<file path="src/rtl/i2c_strap_pkg.sv">
package i2c_strap_pkg;

  localparam int unsigned BYTE_W  = 8;
  localparam int unsigned HI_W    = 4;
  localparam int unsigned STRAP_W = 3;
  localparam int unsigned ADDR_W  = HI_W + STRAP_W;
  localparam int unsigned BIT_CW  = $clog2(BYTE_W);

  typedef enum logic [3:0] {
    ST_IDLE,
    ST_ADDR,
    ST_ACK_WAIT,
    ST_ACK_DRV,
    ST_WRITE,
    ST_READ,
    ST_READ_REL,
    ST_READ_MACK,
    ST_READ_NEXT,
    ST_IGNORE
  } slv_state_e;

endpackage

</file>
<file path="src/rtl/i2c_bus_cond.sv">
module i2c_bus_cond #(
  parameter int unsigned SYNC_STAGES = 2
) (
  input  logic clk,
  input  logic rst_n,
  input  logic scl_i,
  input  logic sda_i,
  output logic sda_o,
  output logic scl_rise_o,
  output logic scl_fall_o,
  output logic start_o,
  output logic stop_o
);

  localparam int unsigned LAST = SYNC_STAGES - 1;

  logic [SYNC_STAGES-1:0] scl_pipe;
  logic [SYNC_STAGES-1:0] sda_pipe;
  logic                   scl_q;
  logic                   sda_q;
  logic                   scl_now;
  logic                   sda_now;

  always_ff @(posedge clk or negedge rst_n) begin
    if (!rst_n) begin
      scl_pipe <= '1;
      sda_pipe <= '1;
      scl_q    <= 1'b1;
      sda_q    <= 1'b1;
    end else begin
      scl_pipe <= {scl_pipe[SYNC_STAGES-2:0], scl_i};
      sda_pipe <= {sda_pipe[SYNC_STAGES-2:0], sda_i};
      scl_q    <= scl_pipe[LAST];
      sda_q    <= sda_pipe[LAST];
    end
  end

  assign scl_now = scl_pipe[LAST];
  assign sda_now = sda_pipe[LAST];

  always_comb begin
    sda_o      = sda_now;
    scl_rise_o = scl_now & ~scl_q;
    scl_fall_o = ~scl_now & scl_q;
    start_o    = scl_now & scl_q & sda_q & ~sda_now;
    stop_o     = scl_now & scl_q & ~sda_q & sda_now;
  end

endmodule

</file>
<file path="src/rtl/i2c_addr_cmp.sv">
module i2c_addr_cmp #(
  parameter int unsigned     HI_W     = 4,
  parameter int unsigned     STRAP_W  = 3,
  parameter logic [HI_W-1:0] FIXED_HI = 4'b1001
) (
  input  logic [HI_W+STRAP_W-1:0] addr_i,
  input  logic [STRAP_W-1:0]      strap_i,
  output logic                    match_o
);

  localparam int unsigned AW = HI_W + STRAP_W;

  logic [AW-1:0] own;
  logic [AW-1:0] bit_eq;

  assign own = {FIXED_HI, strap_i};

  for (genvar g = 0; g < AW; g++) begin : g_bit
    assign bit_eq[g] = ~(addr_i[g] ^ own[g]);
  end

  assign match_o = &bit_eq;

endmodule

</file>
<file path="src/rtl/i2c_strap_slave.sv">
module i2c_strap_slave
  import i2c_strap_pkg::*;
#(
  parameter int unsigned     IDX_W       = 4,
  parameter int unsigned     SYNC_STAGES = 2,
  parameter logic [HI_W-1:0] FIXED_HI    = 4'b1001
) (
  input  logic               clk,
  input  logic               rst_n,
  input  logic               scl_i,
  input  logic               sda_i,
  output logic               sda_pull_o,
  input  logic [2:0]         strap_i,
  input  logic               rd_allow_i,
  output logic [7:0]         wr_data_o,
  output logic               wr_valid_o,
  output logic [IDX_W-1:0]   wr_idx_o,
  output logic               wr_first_o,
  input  logic [7:0]         rd_data_i,
  output logic               rd_pop_o
);

  localparam logic [BIT_CW-1:0] LAST_BIT = BIT_CW'(BYTE_W - 1);
  localparam logic [IDX_W-1:0]  IDX_MAX  = '1;

  // bus conditions
  logic sda_s;
  logic scl_rise;
  logic scl_fall;
  logic start_det;
  logic stop_det;

  i2c_bus_cond #(
    .SYNC_STAGES (SYNC_STAGES)
  ) u_cond (
    .clk        (clk),
    .rst_n      (rst_n),
    .scl_i      (scl_i),
    .sda_i      (sda_i),
    .sda_o      (sda_s),
    .scl_rise_o (scl_rise),
    .scl_fall_o (scl_fall),
    .start_o    (start_det),
    .stop_o     (stop_det)
  );

  // state
  slv_state_e         state_q, state_d;
  logic [BIT_CW-1:0]  cnt_q, cnt_d;
  logic [ADDR_W-1:0]  sh_q, sh_d;
  logic [BYTE_W-1:0]  tx_q, tx_d;
  logic               pull_q, pull_d;
  logic               is_rd_q, is_rd_d;
  logic [IDX_W-1:0]   idx_q, idx_d;
  logic [BYTE_W-1:0]  wdat_q, wdat_d;
  logic               wval_q, wval_d;
  logic [IDX_W-1:0]   widx_q, widx_d;
  logic               wfst_q, wfst_d;
  logic               pop_q, pop_d;
  logic               addr_hit;

  i2c_addr_cmp #(
    .HI_W     (HI_W),
    .STRAP_W  (STRAP_W),
    .FIXED_HI (FIXED_HI)
  ) u_cmp (
    .addr_i  (sh_q),
    .strap_i (strap_i),
    .match_o (addr_hit)
  );

  // next state
  always_comb begin
    state_d = state_q;
    cnt_d   = cnt_q;
    sh_d    = sh_q;
    tx_d    = tx_q;
    pull_d  = pull_q;
    is_rd_d = is_rd_q;
    idx_d   = idx_q;
    wdat_d  = wdat_q;
    widx_d  = widx_q;
    wfst_d  = wfst_q;
    wval_d  = 1'b0;
    pop_d   = 1'b0;

    if (start_det) begin
      state_d = ST_ADDR;
      cnt_d   = '0;
      pull_d  = 1'b0;
      idx_d   = '0;
    end else if (stop_det) begin
      state_d = ST_IDLE;
      pull_d  = 1'b0;
    end else begin
      unique case (state_q)
        ST_IDLE: begin
        end

        ST_ADDR: begin
          if (scl_rise) begin
            sh_d  = {sh_q[ADDR_W-2:0], sda_s};
            cnt_d = cnt_q + 1'b1;
            if (cnt_q == LAST_BIT) begin
              if (addr_hit && (!sda_s || rd_allow_i)) begin
                state_d = ST_ACK_WAIT;
                is_rd_d = sda_s;
                if (sda_s) begin
                  tx_d  = rd_data_i;
                  pop_d = 1'b1;
                end
              end else begin
                state_d = ST_IGNORE;
              end
            end
          end
        end

        ST_ACK_WAIT: begin
          if (scl_fall) begin
            pull_d  = 1'b1;
            state_d = ST_ACK_DRV;
          end
        end

        ST_ACK_DRV: begin
          if (scl_fall) begin
            cnt_d = '0;
            if (is_rd_q) begin
              pull_d  = ~tx_q[BYTE_W-1];
              state_d = ST_READ;
            end else begin
              pull_d  = 1'b0;
              state_d = ST_WRITE;
            end
          end
        end

        ST_WRITE: begin
          if (scl_rise) begin
            sh_d  = {sh_q[ADDR_W-2:0], sda_s};
            cnt_d = cnt_q + 1'b1;
            if (cnt_q == LAST_BIT) begin
              wdat_d  = {sh_q, sda_s};
              wval_d  = 1'b1;
              widx_d  = idx_q;
              wfst_d  = (idx_q == '0);
              if (idx_q != IDX_MAX) begin
                idx_d = idx_q + 1'b1;
              end
              state_d = ST_ACK_WAIT;
            end
          end
        end

        ST_READ: begin
          if (scl_rise) begin
            cnt_d = cnt_q + 1'b1;
            if (cnt_q == LAST_BIT) begin
              state_d = ST_READ_REL;
            end
          end else if (scl_fall) begin
            pull_d = ~tx_q[LAST_BIT - cnt_q];
          end
        end

        ST_READ_REL: begin
          if (scl_fall) begin
            pull_d  = 1'b0;
            state_d = ST_READ_MACK;
          end
        end

        ST_READ_MACK: begin
          if (scl_rise) begin
            if (!sda_s) begin
              tx_d    = rd_data_i;
              pop_d   = 1'b1;
              state_d = ST_READ_NEXT;
            end else begin
              state_d = ST_IGNORE;
            end
          end
        end

        ST_READ_NEXT: begin
          if (scl_fall) begin
            pull_d  = ~tx_q[BYTE_W-1];
            cnt_d   = '0;
            state_d = ST_READ;
          end
        end

        ST_IGNORE: begin
        end

        default: begin
          state_d = ST_IDLE;
          pull_d  = 1'b0;
        end
      endcase
    end
  end

  // registers
  always_ff @(posedge clk or negedge rst_n) begin
    if (!rst_n) begin
      state_q <= ST_IDLE;
      cnt_q   <= '0;
      sh_q    <= '0;
      tx_q    <= '0;
      pull_q  <= 1'b0;
      is_rd_q <= 1'b0;
      idx_q   <= '0;
      wdat_q  <= '0;
      wval_q  <= 1'b0;
      widx_q  <= '0;
      wfst_q  <= 1'b0;
      pop_q   <= 1'b0;
    end else begin
      state_q <= state_d;
      cnt_q   <= cnt_d;
      sh_q    <= sh_d;
      tx_q    <= tx_d;
      pull_q  <= pull_d;
      is_rd_q <= is_rd_d;
      idx_q   <= idx_d;
      wdat_q  <= wdat_d;
      wval_q  <= wval_d;
      widx_q  <= widx_d;
      wfst_q  <= wfst_d;
      pop_q   <= pop_d;
    end
  end

  assign sda_pull_o = pull_q;
  assign wr_data_o  = wdat_q;
  assign wr_valid_o = wval_q;
  assign wr_idx_o   = widx_q;
  assign wr_first_o = wfst_q;
  assign rd_pop_o   = pop_q;

endmodule

</file>
<file path="config.mk">
export PLATFORM = sky130hd
export DESIGN_NAME = i2c_strap_slave
export DESIGN_NICKNAME = d
export VERILOG_FILES = /design/src/rtl/i2c_strap_pkg.sv /design/src/rtl/i2c_bus_cond.sv /design/src/rtl/i2c_addr_cmp.sv /design/src/rtl/i2c_strap_slave.sv
export SDC_FILE = /design/constraint.sdc
export NUM_CORES = 1
export LEC_CHECK = 0
export ABC_AREA = 1
export BUFFER_PORTS_ARGS = -buffer_cell sky130_fd_sc_hd__buf_2
export CORE_ASPECT_RATIO = 1.5
export CORE_MARGIN = 5
export CORE_UTILIZATION = 57
export DETAILED_ROUTE_END_ITERATION = 10
export GPL_TIMING_DRIVEN = 0
export PLACE_DENSITY = 0.75
export SYNTH_ARGS = -nofsm -noshare
export SYNTH_HDL_FRONTEND = slang
export SYNTH_SLANG_ARGS = --single-unit
</file>
<file path="constraint.sdc">
create_clock -name clk -period 1.95 [get_ports clk]
set_input_delay 0.195 -clock clk [delete_from_list [all_inputs] [get_ports clk]]
set_output_delay 0.195 -clock clk [all_outputs]
set_load 0.03 [all_outputs]
</file>
==> impl_results.md, run 1 <==
- Status: finished, final reports clean
- Post-layout total power: slightly below 0.003 W
- Clock sink count: 49
- WHS: 0.0660 ns
- Synth-to-Final Area Change: 12.9%
- CP Cell Sequence: inv_2 -> nor3_4 -> inv_1 -> nand2_2 -> inv_1 -> o21ai_0 -> nand3_1 -> nand2_1 -> nand2_1
- Peak VDD IR: approximately 0.9 mV
- Final core utilization: 65.6%
- Chip width: roughly 63 µm
- Die Area: 5730 µm²
- Final Setup Violations: 0
- Largest net degree at the start of global routing: 50
- Placer Congestion: 0.918
- Share of layout cells above drive strength 1: 17.7%
- Clock Latency Late Sink: 0.30 ns
- Post-synthesis area per instance: 7.76 µm²
- Post-route ant nets: 0
- PortBufs: 31
- DP Wirelength: 3.62 mm
- Core ar.: 4210 µm²
- Commonest cells after routing, fill and taps aside: 119 x nand2_1, 43 x dfrtp_1, 36 x inv_1, 33 x buf_2, 32 x o21ai_0
- CP Max Fanout: 6
- CP endpoint kind: flip-flop
- TritonCTS clock tree: done
- First-pass GRT wire length: just over 8 mm
- H-tree levels: 2
- Total gr overflow: 0
- YS warnings: 0
- Setup crit start kind: flip-flop
- Largest stage delay, worst path: 0.60 ns
- Seq cells post-synth: 49
- Crit path from: u_cond.sda_pipe[1]
- Ratio of final minimum period to clock period: 89.1%
- Min-delay worst type: in2async
- Max Slew Vio Count: 0
- Depth of the worst register-to-register path: 9
- Initial DRC Count: 86
- Max frequency: 575 MHz
- Most common cell after layout, fill and taps aside: nand2_1
- Drt first pass iters: 4
- Slew HR: 31.0%
- I/O pin count: 32
- Worst Max-Slew Pin Slew: just over 1 ns
- Synth top area cells: dfrtp_1 44%, nand2_1 18%, o21ai_0 6.6%
- Vias: 2064
- Post-route DRC: 0
- DRT Wirelength: 4.76 mm
- Setup_tns: 0 ns
- FF-to-FF End: state_q[2]
- Root buf cell: clkbuf_8
- WL/cell: 11.8 µm
- Skew final: 0.00753 ns
- Worst Path Arrival: 1.93 ns
- Initial antenna violation count: 0
- Final min period: 1.74 ns
- Area leader, netlist: dfrtp_1
- Final hold viol count: 0
- Syn Inst Count: about 320
- Post-CTS sizing: 0
- Setup CP Type: reg2reg
- Clock transition at the registers of the reported paths: 0.09 ns
- Leakage: roughly 1.5 nW
- Number of distinct library cells after synthesis: 28
- Slowest CP cell: dfstp_2
- Die Y: 90.2 µm
- Vias per cell: ~5
- GRT Util Overall: 17.3%
- Row count: 29
- Mapped cell area: 2440 µm²
- Synth top area share: 44.0%
- ANT cells: 0
- Power Density: 1080 nW/µm²
- Worst R2R Start: u_cond.sda_pipe[1]
- # nets final: about 380
- Data required, critical path: 2.14 ns
- Post-synthesis net count: 335
- Initial Util: 58.1%
- Register-to-register setup slack: 0.21 ns
- Clk buf depth: 2
- CTS Buf Count: 5
- RSZ-0062 raised after global routing: no
- Sequential cell area fraction in the yosys report: a little over 50%
- MaxCap Viol Count: 0
- Vias in the first global route: 1958
- Post-CTS Setup Repair Bufs: 0
## synth_stat cells
cell type and count:
mux2_2 1, nand2_1 119, nor2_2 2, nor2_4 1
dfrtp_1 43, nand2_2 5, a31oi_1 2, nand4_2 1
o21ai_2 1, clkbuf_1 1, nor2_1 16, nor3_2 1
inv_2 2, a22oi_1 1, inv_1 36, ha_1 4
a21oi_1 7, nor3_1 2, xor2_1 1, nand4_1 4
buf_4 1, o21ai_0 32, inv_4 1, nand3_1 21
or2_2 1, dfstp_2 6, buf_2 2, nor3_4 1
## cells by family after synthesis
logic type	Yosys count	synth area share, %
adder cells (fa/ha/maj)	4	2.05
flip-flops	49	50.5
multiplexers	1	0.461
XOR/XNOR	1	0.358
buffers and inverters	43	6.96
AO/OA/AOI/OAI	43	9.16
AND/OR/NAND/NOR	174	30.6
## where the power goes
group | switching (W) | internal [W] | total [W] | leakage, nW
Combinational | 0.000683 | 0.000358 | 0.00104 | 0.847
Sequential | 0.000152 | 0.00122 | 0.00137 | 0.636
Clock | 0.000321 | 0.000254 | 0.000575 | 0.0385
Total | 0.00116 | 0.00183 | 0.00298 | 1.52
## critical path, delay by kind of cell, from the launching register on
family,cells,cell delay (ns)
flip-flops,1,0.60
AO/OA/AOI/OAI,1,0.09
AND/OR/NAND/NOR,5,0.63
buffers and inverters,3,0.30
## metrics by stage
| stage | instance area, µm² | worst slack [ns] | cells |
|---|---|---|---|
| 2_1_floorplan | 2440 | 0.494 | 315 |
| 3_3_place_gp | 2660 | 0.267 | 392 |
| 3_5_place_dp | 2660 | 0.252 | 392 |
| 4_1_cts | 2760 | 0.226 | 402 |
| 5_1_grt | 2760 | 0.0178 | 402 |
| 6_report | 2760 | 0.212 | 402 |
## worst max path at each step
stage          depth (start not counted)  slack [ns]          to
2_1_floorplan                         10        0.49     tx_q[0]
3_3_place_gp                          10        0.27    idx_q[2]
3_5_place_dp                          10        0.25    idx_q[2]
4_1_cts                                9        0.23  state_q[2]
5_1_grt                               10        0.02    idx_q[1]
6_report                               9        0.21  state_q[2]
## layer usage
metal	vias up	wire, µm	global-route usage [%]
met5	-	0	0
met4	0	99	6.59
met3	11	195	3.12
met2	44	2550	33.4
met1	934	1910	17.7
li1	1075	-	-
## final cells by class
| cell class | instances | area, µm² |
|---|---|---|
| flip-flops and latches | 49 | 1230 |
| plain buffers | 4 | 21.3 |
| inverters | 39 | 149 |
| multi-input cells | 223 | 1040 |
| repair buffers | 33 | 175 |
| clock inverters | 1 | 7.51 |
| well taps | 46 | 57.6 |
| fillers | 376 | 1450 |
| clock buffers | 7 | 76.3 |
## flip-flops by register name, summed over array words and instances, names as in the netlist, 3 cells and up
register	cells
cnt_q	3
wr_data_o	8
wr_idx_o	4
sh_q	7
idx_q	4
state_q	4
tx_q	8
## repair_timing
action,CTS,global route
endpoints found under the hold margin,2,0
endpoints found under the setup margin,0,0
hold buffers,2,0
(Power assumes the default switching activity.)
==> run 2, diff against run 1 <==
ABC_AREA = 0   (was 1)
CORE_UTILIZATION = 30   (was 57)
PLACE_DENSITY = 0.43   (was 0.75)
==> run 2 against run 1 <==
Net effect: final area is 17% higher; global-route usage down 5.5 points; sequential share of layout area fell by 6.3 points; critical path depth shrank 5; synthesized cell count shrank 32%; combinational power rose by 32%; register-to-register slack lost 0.17 ns; non-clock buffer count is 25 higher; power increased by 21%; setup slack worse by 0.17 ns; area after synthesis down 0.72%; largest cell class is now multi-input gates.
==> impl_results.md, run 2 <==
- Worst Path Arrival: 2.09 ns
- Count leader, synth: dfrtp_1
- Vias per cell: 4.78
- Die Area: about 10000 µm²
- DP Wirelength: 3.79 mm
- Final hold viol count: 0
- Placer Congestion: 0.750
- Initial Util: 30.5%
- Switching share of power: ~36%
- Final min period: 1.91 ns
- Register share of total power: a little under two fifths
- I/O pin count: 32
- Data required, critical path: 2.13 ns
- Ys flop type: dfrtp_1
- Setup crit start kind: flip-flop
- Depth of the worst register-to-register path: 4
- Leakage: 1.55 nW
- Clock Latency Late Sink: 0.29 ns
- Largest net degree at the start of global routing: 50
- YS warnings: 0
- Post-synthesis net count: roughly 240
- Register-to-register setup slack: 0.04 ns
- CP endpoint kind: flip-flop
- MaxCap Viol Count: 0
- Synth-to-Final Area Change: 32.9%
- Number of synthesized flops with an enable pin: 0
- H-tree levels: 2
- Largest stage delay, worst path: 0.53 ns
- Psw: 0.00130 W
- Chip width: 83.4 µm
- Ratio of final minimum period to clock period: a little over nine tenths
- Clock sink count: 49
- Status: finished, final reports clean
- Crit path from: state_q[3]
- Setup CP Type: reg2reg
- WHS: 0.114 ns
- First-pass GRT wire length: 9.29 mm
- WL/cell: between 15 and 20 µm
- Clk buf depth: 2
- Number of distinct library cells after synthesis: 48
- CP Cell Sequence: or4b_4 -> or3_4 -> buf_6 -> mux2_4
- Synth top area share: 44.3%
- CP top delay family: simple AND/OR/NAND/NOR gates
- Post-route DRC: 0
- Critical Path Stages: 4
- Root buf cell: clkbuf_16
- # nets final: just under 300
- Initial DRC Count: 107
- Most common cell after layout, fill and taps aside: dfrtp_1
- Worst R2R Start: state_q[3]
- RSZ-0062 raised after global routing: yes
- Final Setup Violations: 0
- Min-delay worst type: in2async
- Post-layout total power: 0.00360 W
- ANT cells: 0
- Slew HR: 26.0%
- Syn Inst Count: 215
- GRT Util Overall: 11.8%
- Commonest cells after routing, fill and taps aside: 40 x dfrtp_1, 32 x buf_2, 22 x mux2_2, 19 x buf_4, 16 x nor2_1
- Total gr overflow: 0
- Row count: 40
- Skew final: 0.00725 ns
- Vias in the first global route: 1824
- Drt first pass iters: 4
- Mapped cell area: 2430 µm²
- Clock power share: 24.1%
- Vias: 1813
- PortBufs: 31
- DRT Wirelength: 5.69 mm
- Part of the power in combinational logic: 38.0%
- TritonCTS clock tree: done
- CTS Buf Count: 5
- CP Max Fanout: 7
- Max Slew Vio Count: 0
- Post-synthesis area per instance: 11.3 µm²
- WP buf/inv: 1
- Max frequency: 524 MHz
- Sequential cell area fraction in the yosys report: 50.8%
- FF-to-FF End: wr_data_o[6]
- Die Y: ~120 µm
- Seq cells post-synth: roughly 50
- Clock transition at the registers of the reported paths: approximately 0.07 ns
- Peak VDD IR: around 0.7 mV
- Worst Setup EP: wr_data_o[6]
- Post-route ant nets: 0
- Internal power: 0.00231 W
- Worst Max-Slew Pin Slew: 1.11 ns
- Share of layout cells above drive strength 1: 44.5%
- Initial antenna violation count: 0
- Slowest CP cell: or4b_4
- Synth top area cells: dfrtp_1 44%, mux2_2 11%, dfstp_2 6.5%
- Power Density: 1120 nW/µm²
- Ys async rst share: 100%
- Core ar.: approximately 8000 µm²
- Area leader, netlist: dfrtp_1
- Post-synth top cells: 43 x dfrtp_1, 24 x mux2_2, 16 x nor2_1
==> run 2: per-stage QoR <==
stage / setup TNS [ns] / cells / setup slack [ns] / area (µm²) / util (%)
CTS: -1.67 / 374 / -0.142 / 3060 / 38.4
detailed placement: -4.56 / 351 / -0.390 / 2720 / 34.1
global placement: -4.69 / 351 / -0.371 / 2720 / 34.1
floorplan: -0.111 / 215 / -0.0554 / 2430 / -
finish: 0 / 379 / 0.0406 / 3230 / 40.6
global route: -0.0437 / 379 / -0.0407 / 3230 / 40.6
==> run 2: power by group through the flow <==
stage,Clock [W],Combinational (W),Sequential [W]
after CTS,0.000903,0.00119,0.00136
after detailed placement,0,0.00108,0.00137
after floorplan,0,0.000801,0.00135
after global placement,0,0.00108,0.00137
final,0.000867,0.00137,0.00137
after global routing,0.000953,0.00152,0.00140
==> run 2: kinds of logic after synthesis <==
group / share of synthesized area, %
and+or+nand+nor: 14.1
DFF: 50.8
AOI/OAI and AO/OA: 11.0
muxes: 15.5
buffers and inverters: 4.07
xor gates and xnor gates: 2.53
adders and majority gates: 2.06
==> run 2: worst min path at each step <==
| stage | start | to | cells after the start |
|---|---|---|---|
| floorplan | rst_n | cnt_q[0] | 0 |
| global placement | scl_i | u_cond.scl_pipe[0] | 1 |
| detailed placement | sda_i | u_cond.sda_pipe[0] | 1 |
| CTS | rd_data_i[4] | tx_q[4] | 2 |
| global route | rd_data_i[0] | tx_q[0] | 2 |
| finish | rst_n | wr_data_o[3] | 1 |
==> run 2: routing by layer <==
metal  wire length, µm  up-vias  share of wire [%]  track usage (%)
li1                  -      889                  -                -
met1              2440      886                 43             14.0
met2              2980       31                 52             20.4
met3               147        7                2.6             2.61
met4               121        0                2.1             5.13
met5                 0        -                  0                0
==> run 2: repair_timing <==
| action | CTS | global route |
|---|---|---|
| endpoints found under the hold margin | 2 | 0 |
| resized for setup | 18 | 22 |
| buffers inserted | 13 | 8 |
| pin swaps | 5 | 7 |
| gates cloned | 0 | 1 |
| hold buffers | 2 | 0 |
| setup endpoints to repair | 39 | 39 |
==> run 2: final cells by class <==
cell class                      instances  area, µm²
Fill cell                             810       4730
Clock buffer                            6        129
Tap cell                              105        131
Multi-Input combinational cell        146       1250
Timing Repair Buffer                   55        383
Inverter                                9       36.3
Buffer                                  7       47.5
Sequential cell                        49       1240
Clock inverter                          2       13.8
